$ cat src/rtl/owin_pkg.sv
package owin_pkg;

    typedef enum logic [0:0] {
        ST_IDLE = 1'b0,
        ST_REQ  = 1'b1
    } fetch_state_e;

    localparam logic [2:0] IDX_CTRL   = 3'd0;
    localparam logic [2:0] IDX_CORN_A = 3'd1;
    localparam logic [2:0] IDX_CORN_B = 3'd2;
    localparam logic [2:0] IDX_START  = 3'd3;
    localparam logic [2:0] IDX_END    = 3'd4;
    localparam logic [2:0] IDX_PAGE   = 3'd5;
    localparam logic [2:0] IDX_SKIP   = 3'd6;

    localparam int BURST_W = 5;

    function automatic logic [BURST_W-1:0] burst_cap(input logic [2:0] depth);
        logic [BURST_W-1:0] cap;
        unique case (depth)
            3'd0:                cap = 5'd4;
            3'd1, 3'd2, 3'd3:    cap = 5'd8;
            default:             cap = 5'd16;
        endcase
        return cap;
    endfunction

endpackage

$ cat src/rtl/owin_regs.sv
module owin_regs
    import owin_pkg::*;
#(
    parameter int AW = 32,
    parameter int CW = 12,
    parameter int PW = 16
) (
    input  logic          clk,
    input  logic          rst_n,
    input  logic          cfg_we,
    input  logic [2:0]    cfg_idx,
    input  logic [31:0]   cfg_wdata,
    output logic          en,
    output logic [2:0]    depth,
    output logic [CW-1:0] ax,
    output logic [CW-1:0] ay,
    output logic [CW-1:0] bx,
    output logic [CW-1:0] by,
    output logic [AW-1:0] start_addr,
    output logic [AW-1:0] end_addr,
    output logic [PW-1:0] page_bytes,
    output logic [PW-1:0] skip_bytes
);
    localparam int YLO = 16;

    always_ff @(posedge clk) begin
        if (!rst_n) begin
            en         <= 1'b0;
            depth      <= '0;
            ax         <= '0;
            ay         <= '0;
            bx         <= '0;
            by         <= '0;
            start_addr <= '0;
            end_addr   <= '0;
            page_bytes <= '0;
            skip_bytes <= '0;
        end else if (cfg_we) begin
            unique case (cfg_idx)
                IDX_CTRL: begin
                    en    <= cfg_wdata[0];
                    depth <= cfg_wdata[3:1];
                end
                IDX_CORN_A: begin
                    ax <= cfg_wdata[CW-1:0];
                    ay <= cfg_wdata[YLO+CW-1:YLO];
                end
                IDX_CORN_B: begin
                    bx <= cfg_wdata[CW-1:0];
                    by <= cfg_wdata[YLO+CW-1:YLO];
                end
                IDX_START: start_addr <= cfg_wdata[AW-1:0];
                IDX_END:   end_addr   <= cfg_wdata[AW-1:0];
                IDX_PAGE:  page_bytes <= cfg_wdata[PW-1:0];
                IDX_SKIP:  skip_bytes <= cfg_wdata[PW-1:0];
                default: ;
            endcase
        end
    end

endmodule

$ cat src/rtl/owin_hit.sv
module owin_hit #(
    parameter int CW = 12
) (
    input  logic          en,
    input  logic [CW-1:0] ax,
    input  logic [CW-1:0] ay,
    input  logic [CW-1:0] bx,
    input  logic [CW-1:0] by,
    input  logic [CW-1:0] scan_x,
    input  logic [CW-1:0] scan_y,
    output logic          row_hit,
    output logic          pix_hit
);
    logic col_in;
    logic row_in;

    always_comb begin
        col_in  = (scan_x >= ax) && (scan_x <= bx);
        row_in  = (scan_y >= ay) && (scan_y <= by);
        row_hit = en && row_in;
        pix_hit = en && row_in && col_in;
    end

endmodule

$ cat src/rtl/owin_fetch_fsm.sv
module owin_fetch_fsm
    import owin_pkg::*;
#(
    parameter int AW = 32,
    parameter int PW = 16
) (
    input  logic               clk,
    input  logic               rst_n,
    input  logic               en,
    input  logic [2:0]         depth,
    input  logic               row_hit,
    input  logic               line_start,
    input  logic               frame_start,
    input  logic [AW-1:0]      start_addr,
    input  logic [AW-1:0]      end_addr,
    input  logic [PW-1:0]      page_bytes,
    input  logic [PW-1:0]      skip_bytes,
    input  logic               req_ready,
    output logic               req_valid,
    output logic [AW-1:0]      req_addr,
    output logic [BURST_W-1:0] req_burst
);
    localparam int WW = PW - 2;

    fetch_state_e  state_q, state_d;
    logic [AW-1:0] line_q, line_d;
    logic [AW-1:0] cur_q, cur_d;
    logic [WW-1:0] rem_q, rem_d;

    logic [WW-1:0] page_words;
    logic [WW-1:0] cap_w;
    logic [WW-1:0] len_w;
    logic [AW-1:0] step_addr;
    logic [AW-1:0] line_next;
    logic          launch_ok;

    always_comb begin
        page_words = page_bytes[PW-1:2];
        cap_w      = WW'(burst_cap(depth));
        len_w      = (cap_w < rem_q) ? cap_w : rem_q;
        step_addr  = cur_q + AW'({len_w, 2'b00});
        line_next  = line_q + AW'(page_bytes) + AW'(skip_bytes);
        launch_ok  = line_start && row_hit && (line_q < end_addr) && (page_words != '0);
    end

    always_comb begin
        state_d = state_q;
        line_d  = line_q;
        cur_d   = cur_q;
        rem_d   = rem_q;
        if (frame_start) begin
            state_d = ST_IDLE;
            line_d  = start_addr;
        end else if (!en) begin
            state_d = ST_IDLE;
        end else begin
            unique case (state_q)
                ST_IDLE: begin
                    if (launch_ok) begin
                        state_d = ST_REQ;
                        cur_d   = line_q;
                        rem_d   = page_words;
                        line_d  = line_next;
                    end
                end
                ST_REQ: begin
                    if (req_ready) begin
                        cur_d = step_addr;
                        rem_d = rem_q - len_w;
                        if ((rem_q == len_w) || (step_addr >= end_addr)) begin
                            state_d = ST_IDLE;
                        end
                    end
                end
                default: state_d = ST_IDLE;
            endcase
        end
    end

    always_ff @(posedge clk) begin
        if (!rst_n) begin
            state_q <= ST_IDLE;
            line_q  <= '0;
            cur_q   <= '0;
            rem_q   <= '0;
        end else begin
            state_q <= state_d;
            line_q  <= line_d;
            cur_q   <= cur_d;
            rem_q   <= rem_d;
        end
    end

    always_comb begin
        req_valid = (state_q == ST_REQ) && en;
        req_addr  = cur_q;
        req_burst = BURST_W'(len_w);
    end

    AST_NO_PAST_END: assert property (@(posedge clk) disable iff (!rst_n)
        (req_valid && $stable(end_addr)) |-> (req_addr < end_addr))
        else $error("request at or beyond end address");

    AST_FRAME_DROPS: assert property (@(posedge clk) disable iff (!rst_n)
        frame_start |=> !req_valid)
        else $error("request survived frame start");

    AST_BURST_RANGE: assert property (@(posedge clk) disable iff (!rst_n)
        req_valid |-> ((req_burst != '0) && (req_burst <= burst_cap(depth))))
        else $error("burst length out of range");

endmodule

$ cat src/rtl/owin_fetch_gen.sv
module owin_fetch_gen
    import owin_pkg::*;
#(
    parameter int AW = 32,
    parameter int CW = 12,
    parameter int PW = 16
) (
    input  logic               clk,
    input  logic               rst_n,
    input  logic               cfg_we,
    input  logic [2:0]         cfg_idx,
    input  logic [31:0]        cfg_wdata,
    input  logic [CW-1:0]      scan_x,
    input  logic [CW-1:0]      scan_y,
    input  logic               line_start,
    input  logic               frame_start,
    output logic               win_active,
    output logic               req_valid,
    input  logic               req_ready,
    output logic [AW-1:0]      req_addr,
    output logic [BURST_W-1:0] req_burst
);
    logic          en;
    logic [2:0]    depth;
    logic [CW-1:0] ax, ay, bx, by;
    logic [AW-1:0] start_addr, end_addr;
    logic [PW-1:0] page_bytes, skip_bytes;
    logic          row_hit;

    owin_regs #(.AW(AW), .CW(CW), .PW(PW)) i_regs (
        .clk        (clk),
        .rst_n      (rst_n),
        .cfg_we     (cfg_we),
        .cfg_idx    (cfg_idx),
        .cfg_wdata  (cfg_wdata),
        .en         (en),
        .depth      (depth),
        .ax         (ax),
        .ay         (ay),
        .bx         (bx),
        .by         (by),
        .start_addr (start_addr),
        .end_addr   (end_addr),
        .page_bytes (page_bytes),
        .skip_bytes (skip_bytes)
    );

    owin_hit #(.CW(CW)) i_hit (
        .en      (en),
        .ax      (ax),
        .ay      (ay),
        .bx      (bx),
        .by      (by),
        .scan_x  (scan_x),
        .scan_y  (scan_y),
        .row_hit (row_hit),
        .pix_hit (win_active)
    );

    owin_fetch_fsm #(.AW(AW), .PW(PW)) i_fsm (
        .clk         (clk),
        .rst_n       (rst_n),
        .en          (en),
        .depth       (depth),
        .row_hit     (row_hit),
        .line_start  (line_start),
        .frame_start (frame_start),
        .start_addr  (start_addr),
        .end_addr    (end_addr),
        .page_bytes  (page_bytes),
        .skip_bytes  (skip_bytes),
        .req_ready   (req_ready),
        .req_valid   (req_valid),
        .req_addr    (req_addr),
        .req_burst   (req_burst)
    );

    AST_HOLD_STABLE: assert property (@(posedge clk) disable iff (!rst_n)
        (req_valid && !req_ready && !frame_start && !(cfg_we && cfg_idx == IDX_CTRL))
        |=> (req_valid && $stable(req_addr) && $stable(req_burst)))
        else $error("request changed while stalled");

endmodule

$ cat config.mk
export PLATFORM = sky130hd
export DESIGN_NAME = owin_fetch_gen
export DESIGN_NICKNAME = d
export VERILOG_FILES = /design/src/rtl/owin_pkg.sv /design/src/rtl/owin_regs.sv /design/src/rtl/owin_hit.sv /design/src/rtl/owin_fetch_fsm.sv /design/src/rtl/owin_fetch_gen.sv
export SDC_FILE = /design/constraint.sdc
export NUM_CORES = 1
export LEC_CHECK = 0
export ABC_AREA = 0
export CAP_MARGIN = 25
export CORE_AREA = 8 8 186 188
export DETAILED_ROUTE_END_ITERATION = 10
export DIE_AREA = 0 0 194 196
export HOLD_SLACK_MARGIN = 0.06
export PLACE_DENSITY = 0.63
export RECOVER_POWER = 50
export SYNTH_ARGS = -nofsm -noshare
export SYNTH_HDL_FRONTEND = slang
export SYNTH_SLANG_ARGS = --single-unit
export TNS_END_PERCENT = 30
$ cat constraint.sdc
create_clock -name clk -period 5.85 [get_ports clk]
set_input_delay 0.8775 -clock clk [delete_from_list [all_inputs] [get_ports clk]]
set_output_delay 0.8775 -clock clk [all_outputs]
set_load 0.005 [all_outputs]
==> out/summary.md, run 1 <==
• outcome: finished with violations
• violated checks: capacitance limit, slew limit
• CTS clock-pin slew for the worst setup and hold paths: 0.06 ns
• share of the yosys chip area belonging to registers: 32.6%
• via count: 12896
• fraction of post-synthesis cell area in the top cell type by area: 32.6%
• dominant cells by area after synthesis: sky130_fd_sc_hd__dfxtp_1, sky130_fd_sc_hd__ha_1, sky130_fd_sc_hd__nand2_1, sky130_fd_sc_hd__a21oi_1, sky130_fd_sc_hd__inv_1
• maximum number of pins on one net before global-route repair: 110
• Area Growth Syn to Fin: 16.9%
• sum of routed wire length over all layers: 42000 um
• crit path capture type: flip-flop
• worst min path class: reg2reg
• DRC errors left: 0
• post-synthesis xor/xnor area fraction: 3.01%
• clock tree root driver cell: sky130_fd_sc_hd__clkbuf_16
• peak ir drop on the vdd network: 0.000172 V
• adder-cell area share of the yosys netlist: 15.9%
• most repeated cell in the gate-level netlist after synthesis: sky130_fd_sc_hd__nand2_1
• number of levels the H-tree was split into: 1
• startpoint of the lowest-slack register-to-register path: i_regs.depth[2]
• largest stage delay on the critical path: 2.65 ns
• capturing point of the worst reg2reg path: i_fsm.state_q
• number of port buffers: 103
• setup repair after global routing missed its margin: no
• cell area after technology mapping: 13900 um2
• area of the die: 38000 um2
• mux share of post-synthesis cell area: 1.53%
• largest area contributor in the synthesized netlist: sky130_fd_sc_hd__dfxtp_1
• post-DR vias/cell: 5.62
• category of the critical setup timing path: in2reg
• post_cts resized: 0
• Clk Latency, worst-skew pair: 0.55 ns
• pin slew with the least headroom to its limit: 3.54 ns
• vias in the first global route: 12503
• Setup TNS Final: 0 ns
• net total in the final layout: 2096
• leakage power: 6.18 nW
• routed wire length per instance: 18.3 um
• Worst R2R Path Depth: 22
• Compound-Gate Fraction of Synth Area: 21.6%
• iteration-0 DRC count of the detailed router: 1109
• setup slack of the worst register-to-register path: 0.45 ns
• number of pins exceeding their max-slew limit in the final report: 110
• Startpoint Class: primary input
• largest driver fanout on the critical path: 109
• length of routed met3 wiring: 2870 um
• number of placed I/O pins: 104
• post-synthesis async set-or-reset flop share: 0%
• dominant combinational cell family by area after synthesis: compound AO/OA/AOI/OAI gates
• buffers and inverters on the worst path: 4
• family of cells with the greatest summed delay on the critical path: buffers and inverters
• most frequent cells after synthesis: sky130_fd_sc_hd__nand2_1, sky130_fd_sc_hd__a21oi_1, sky130_fd_sc_hd__dfxtp_1
• maximum clock rate: 183 MHz
• Synth Register Bits: 227
• number of hold-slack violations in the final timing report: 0
• number of instances in the synthesized netlist: 1789
• Max Cap Viol: 1
• count of flip-flops with a built-in enable after synthesis: 0
• total setup violations reported at the end of the flow: 0
• final critical-path required period: 5.46 ns
• final-layout worst hold slack: 0.450 ns
• met1 layer wirelength in the final routing: 20100 um
• series of cell instances along the critical path: dlygate4sd3_1, clkbuf_2, inv_1, buf_6, a21oi_1
• effective utilization at floorplan: 43.8%
• Max-Slew Margin vs Limit: -136%
• antenna cells: 0
• hold path startpoint: i_regs.start_addr[27]
• Die Width: 194 um
• detailed-router iteration count before antenna repair: 7
• sum of net half-perimeters after detailed placement: 30900 um
• antenna violation net count after detailed routing: 0
• post-synthesis share of cell area spent on and, or, nand and nor gates: 20.1%
• row count: 66
• largest clock skew in the final design: 0.0145 ns
• Most used DFF post-synth: sky130_fd_sc_hd__dfxtp_1
• overall die height: 196 um
• number of CTS-inserted buffers: 27
• largest buffer count on any clock path: 3
• slowest library cell on the worst path: sky130_fd_sc_hd__inv_1
• total overflow reported by the global router: 0
• highest metal used: met5
• number of antenna violations at the first check in global routing: 1
• Final Wtd Congestion: 0.906
• layout cell share with drive strength beyond 1: 4.77%
• CTS tree: built
• count of cell types in the netlist: 74
• routed length on met2: 18200 um
• number of sinks handled by clock tree synthesis: 227
• synthesized area per cell: 7.80 um2
• global-route wire length before repair: 67900 um
• hold worst-path end: i_regs.start_addr[27]
• number of fill cells: 3155
• number of hold-repair buffers added at the cts stage: 0
• buffers inserted during post-CTS setup optimization: 0
• Tcrit/Tclk final: 93.3%
• area of the core region: 31900 um2
• total power divided by cell area: 228 nW/um2
• worst hold path stage count: 2
• Synthesis Warnings: 0
• worst path required time: 6.24 ns
• Worst EP arrival: 5.85 ns
• all-layer global routing usage: 21.7%
[sequential cells by signal (all words and copies together) (netlist names)]
register and cells:
i_fsm.line_q 32, i_regs.page_bytes 16, i_fsm.state_q 1, i_regs.bx 12, i_regs.by 12, i_regs.end_addr 32, i_regs.ay 12, i_regs.skip_bytes 16
i_fsm.rem_q 14, i_fsm.req_addr 32, i_regs.start_addr 32, i_regs.en 1, i_regs.depth 3, i_regs.ax 12
[metrics by stage]
stage                     setup WS (ns)  cells  cell area (um2)  util, %  power (mW)
after CTS                         0.353   2292            16300     51.2        3.75
after global routing            0.00547   2293            16300     51.1        3.87
after global placement            0.583   2243            15400     48.3        1.98
after floorplan                    1.08   1797            14000        -        1.84
after detailed placement          0.405   2243            15400     48.3        1.99
final                             0.390   2293            16300     51.1        3.72
[worst reg2reg max path, delay by kind of cell (launching register included)]
| kind | cells | cell delay (ns) |
|---|---|---|
| fa+ha+maj | 4 | 1.15 |
| buf+inv | 1 | 0.06 |
| flops | 1 | 0.43 |
| xor+xnor | 1 | 0.26 |
| compound gates | 8 | 1.97 |
| simple gates | 8 | 1.45 |
[final cells by class]
class / count / area (um2) / share of cell area, %
Inverter: 110 / 413 / 2.53
Timing Repair Buffer: 122 / 1170 / 7.21
Clock inverter: 12 / 141 / 0.867
Sequential cell: 227 / 4550 / 27.9
Tap cell: 408 / 510 / 3.13
Multi-Input combinational cell: 1377 / 8730 / 53.6
Clock buffer: 37 / 783 / 4.81
[power by group]
| group | switching [mW] | internal, mW |
|---|---|---|
| sequential | 0.0221 | 1.57 |
| combinational | 0.220 | 0.145 |
| clock | 0.701 | 1.06 |
[per-layer routing]
layer	track usage, %	vias to the layer above
li1	-	6409
met1	31.0	6022
met2	33.8	405
met3	3.39	58
met4	5.12	2
met5	0	-
[placed cells by master (no fill, tap or decap), types with 6 or more instances in the layout]
cell / netlist / layout
sky130_fd_sc_hd__nor3_1: 28 / 27
sky130_fd_sc_hd__o211ai_1: 8 / 8
sky130_fd_sc_hd__o22ai_1: 13 / 13
sky130_fd_sc_hd__and3_1: 8 / 8
sky130_fd_sc_hd__a211oi_1: 29 / 29
sky130_fd_sc_hd__and2_1: 15 / 15
sky130_fd_sc_hd__conb_1: 2 / 10
sky130_fd_sc_hd__a21oi_1: 243 / 242
sky130_fd_sc_hd__nor2b_1: 14 / 14
sky130_fd_sc_hd__a31oi_1: 19 / 19
sky130_fd_sc_hd__clkbuf_8: 0 / 7
sky130_fd_sc_hd__nand2b_1: 15 / 15
sky130_fd_sc_hd__ha_1: 148 / 148
sky130_fd_sc_hd__buf_4: 2 / 17
sky130_fd_sc_hd__clkinv_2: 0 / 7
sky130_fd_sc_hd__o32ai_1: 6 / 6
sky130_fd_sc_hd__nand4_1: 22 / 22
sky130_fd_sc_hd__o21a_1: 10 / 10
sky130_fd_sc_hd__xnor2_1: 32 / 32
sky130_fd_sc_hd__xor2_1: 16 / 16
sky130_fd_sc_hd__dfxtp_1: 227 / 226
sky130_fd_sc_hd__clkbuf_16: 0 / 27
sky130_fd_sc_hd__fa_1: 18 / 18
sky130_fd_sc_hd__o31ai_1: 8 / 8
sky130_fd_sc_hd__or3_1: 8 / 8
sky130_fd_sc_hd__dlygate4sd3_1: 0 / 31
sky130_fd_sc_hd__nand3_1: 39 / 38
sky130_fd_sc_hd__a21o_1: 28 / 28
sky130_fd_sc_hd__a22oi_1: 11 / 11
sky130_fd_sc_hd__nor2_1: 80 / 77
sky130_fd_sc_hd__clkdlybuf4s50_1: 0 / 72
sky130_fd_sc_hd__nand2_1: 386 / 386
sky130_fd_sc_hd__nor4_1: 7 / 7
sky130_fd_sc_hd__inv_1: 109 / 109
sky130_fd_sc_hd__mux2i_1: 18 / 18
sky130_fd_sc_hd__o21ai_0: 56 / 56
[how the worst max path moves through the flow]
| stage | start | to | slack (ns) | depth (start not counted) |
|---|---|---|---|---|
| after floorplan | i_regs.depth[2] | i_fsm.state_q | 1.08 | 22 |
| after global placement | i_regs.depth[2] | i_fsm.state_q | 0.58 | 22 |
| after detailed placement | i_regs.depth[2] | i_fsm.state_q | 0.41 | 22 |
| after CTS | i_regs.depth[2] | i_fsm.state_q | 0.35 | 22 |
| after global routing | i_regs.depth[2] | i_fsm.state_q | 0.005 | 22 |
| final | rst_n | i_regs.ax[5] | 0.39 | 5 |
[logic make-up after synthesis]
logic type | after synthesis
flip-flops | 227
other | 2
buffers and inverters | 193
AND/OR/NAND/NOR | 642
XOR/XNOR | 48
adder cells (fa/ha/maj) | 166
multiplexers | 21
AO/OA/AOI/OAI | 490
No activity file was read; power rests on OpenSTA's default activity.
==> run 2: changes to the inputs <==
--- a/config.mk
+++ b/config.mk
@@ -9,8 +9,10 @@
 export CAP_MARGIN = 25
 export CORE_AREA = 8 8 186 188
+export CTS_CLUSTER_DIAMETER = 40
 export DETAILED_ROUTE_END_ITERATION = 10
 export DIE_AREA = 0 0 194 196
+export DONT_BUFFER_PORTS = 1
 export HOLD_SLACK_MARGIN = 0.06
-export PLACE_DENSITY = 0.63
+export PLACE_DENSITY = 0.59
 export RECOVER_POWER = 50
 export SYNTH_ARGS = -nofsm -noshare
==> constraint.sdc (replaced) <==
create_clock -name clk -period 5.85 [get_ports clk]
set_input_delay 0.585 -clock clk [delete_from_list [all_inputs] [get_ports clk]]
set_output_delay 0.585 -clock clk [all_outputs]
set_load 0.005 [all_outputs]
==> out/summary.md, run 2 (synthesis results as in run 1) <==
• area of the die: 38000 um2
• Internal Pwr Total: 3.29 mW
• Max-Slew Margin vs Limit: -87.7%
• number of placed I/O pins: 104
• final critical-path setup slack: 0.521 ns
• antenna violation net count after detailed routing: 0
• Post-Place Cell Area: 14400 um2
• number of levels the H-tree was split into: 2
• Clk Latency, worst-skew pair: 0.54 ns
• outcome: finished with violations
• switching component of the power: 1.09 mW
• number of CTS-inserted buffers: 42
• row count: 66
• violated checks: capacitance limit, slew limit
• part of the power in combinational logic: 6.5%
• via count: 12580
• Max Cap Viol: 5
• largest clock skew in the final design: 0.0220 ns
• net total in the final layout: 2006
• Area Growth Syn to Fin: 13.2%
• pin slew with the least headroom to its limit: 2.82 ns
• setup repair after global routing missed its margin: no
• number of pins exceeding their max-slew limit in the final report: 273
• layout cell share with drive strength beyond 1: 6.14%
• sum of net half-perimeters after detailed placement: 31400 um
• all-layer global routing usage: 22.3%
• Sw Ratio: 24.9%
• Startpoint Class: flip-flop
• peak ir drop on the vdd network: 0.000216 V
• final core utilization: 49.5%
• Die Width: 194 um
• maximum clock rate: 188 MHz
• number of hold-repair buffers added at the cts stage: 0
• vias in the first global route: 12238
• global-route wire length before repair: 68500 um
• detailed-router iteration count before antenna repair: 5
• total power divided by cell area: 277 nW/um2
• overall die height: 196 um
• maximum number of pins on one net before global-route repair: 81
• Final Wtd Congestion: 0.847
• antenna cells: 0
• iteration-0 DRC count of the detailed router: 838
• crit path capture type: flip-flop
• number of antenna violations at the first check in global routing: 0
• final critical-path required period: 5.33 ns
• Clock Power Share: 57.1%
• largest driver fanout on the critical path: 7
• routed wire length per instance: 19.3 um
• Tcrit/Tclk final: 91.1%
• Worst EP arrival: 5.76 ns
• category of the critical setup timing path: reg2reg
• worst min path class: in2reg
• CTS clock-pin slew for the worst setup and hold paths: 0.05 ns
• worst slack at placement: 0.461 ns
• total setup violations reported at the end of the flow: 0
• Final Total Pwr: 4.38 mW
• total overflow reported by the global router: 0
• Setup TNS Final: 0 ns
• number of port buffers: 0
• highest-count cells in the layout ignoring fill and taps: sky130_fd_sc_hd__nand2_1, sky130_fd_sc_hd__a21oi_1, sky130_fd_sc_hd__dfxtp_1, sky130_fd_sc_hd__ha_1, sky130_fd_sc_hd__inv_1
• worst path required time: 6.28 ns
• CTS tree: built
• clock tree root driver cell: sky130_fd_sc_hd__clkbuf_16
• number of hold-slack violations in the final timing report: 0
• largest buffer count on any clock path: 3
• effective utilization at floorplan: 43.8%
• number of sinks handled by clock tree synthesis: 227
• post-DR vias/cell: 5.68
• area of the core region: 31900 um2
• Finished Cell Area: 15800 um2
• DRC errors left: 0
• most frequent standard cell in the layout excluding fill and tap cells: sky130_fd_sc_hd__nand2_1
• leakage power: 5.91 nW
• sum of routed wire length over all layers: 42700 um
• Reg power frac: 36.5%
run 2: cell count changes in the layout (fill, tap and decap cells not counted), sizes merged, moves of 5 or more:
cell / change
clkdlybuf4s50: -72
dlygate4sd3: -31
clkbuf: +12
clkinvlp: +6
inv: +5
run 2: metal layers:
layer,routed length (um),global-route usage (%)
met1,19700,30.0
met2,18600,35.2
met3,3490,5.50
met4,817,5.80
met5,0,0
run 2: area by class of cell:
| cell class | instances | area, um2 |
|---|---|---|
| fillers | 3144 | 16100 |
| multi-input cells | 1377 | 8720 |
| flip-flops and latches | 227 | 4550 |
| clock buffers | 47 | 1110 |
| well taps | 408 | 510 |
| inverters | 110 | 413 |
| clock inverters | 29 | 355 |
| repair buffers | 17 | 138 |
run 2: timing repair:
item | in CTS | in global routing
setup endpoints to repair | 0 | 1
gates resized for setup | 0 | 1
hold endpoints to repair | 0 | 0
setup buffers | 0 | 0
run 2: through the flow:
step / hold slack, ns / instances
after floorplan: 0.431 / 1797
after global placement: 0.438 / 2138
after detailed placement: 0.442 / 2139
after CTS: 0.140 / 2215
after global routing: 0.141 / 2215
final: 0.163 / 2215
run 2: final timing paths:
| path | start | to | slack, ns | cells after the start |
|---|---|---|---|---|
| max | i_regs.depth[2] | i_fsm.state_q | 0.52 | 22 |
| min | req_ready | i_fsm.state_q | 0.16 | 1 |
| max reg2reg | i_regs.depth[2] | i_fsm.state_q | 0.52 | 22 |
| min reg2reg | i_regs.start_addr[11] | i_fsm.line_q[11] | 0.44 | 2 |
run 2: power by group through the flow:
stage	logic, mW	registers [mW]	clock network (mW)
after floorplan	0.220	1.62	0
after global placement	0.279	1.63	0
after detailed placement	0.283	1.63	0
after CTS	0.285	1.60	2.55
after global routing	0.325	1.60	2.62
final	0.283	1.60	2.50
run 2: critical path: stages (launching register included):
cell and delay, ns:
sky130_fd_sc_hd__dfxtp_1 0.35, sky130_fd_sc_hd__nor3_1 0.29, sky130_fd_sc_hd__ha_1 0.16, sky130_fd_sc_hd__nor3b_1 0.17, sky130_fd_sc_hd__o22ai_1 0.15, sky130_fd_sc_hd__nor2_2 0.25, sky130_fd_sc_hd__and2_1 0.20, sky130_fd_sc_hd__ha_1 0.20
sky130_fd_sc_hd__inv_1 0.07, sky130_fd_sc_hd__fa_1 0.41, sky130_fd_sc_hd__nor2b_1 0.17, sky130_fd_sc_hd__o2111ai_1 0.16, sky130_fd_sc_hd__nand3_1 0.16, sky130_fd_sc_hd__nand2_1 0.12, sky130_fd_sc_hd__o311ai_0 0.39, sky130_fd_sc_hd__xor2_1 0.25
sky130_fd_sc_hd__ha_1 0.28, sky130_fd_sc_hd__and3_1 0.20, sky130_fd_sc_hd__a211o_1 0.29, sky130_fd_sc_hd__a221o_1 0.30, sky130_fd_sc_hd__a211oi_1 0.29, sky130_fd_sc_hd__o31ai_1 0.11, sky130_fd_sc_hd__a311oi_1 0.25
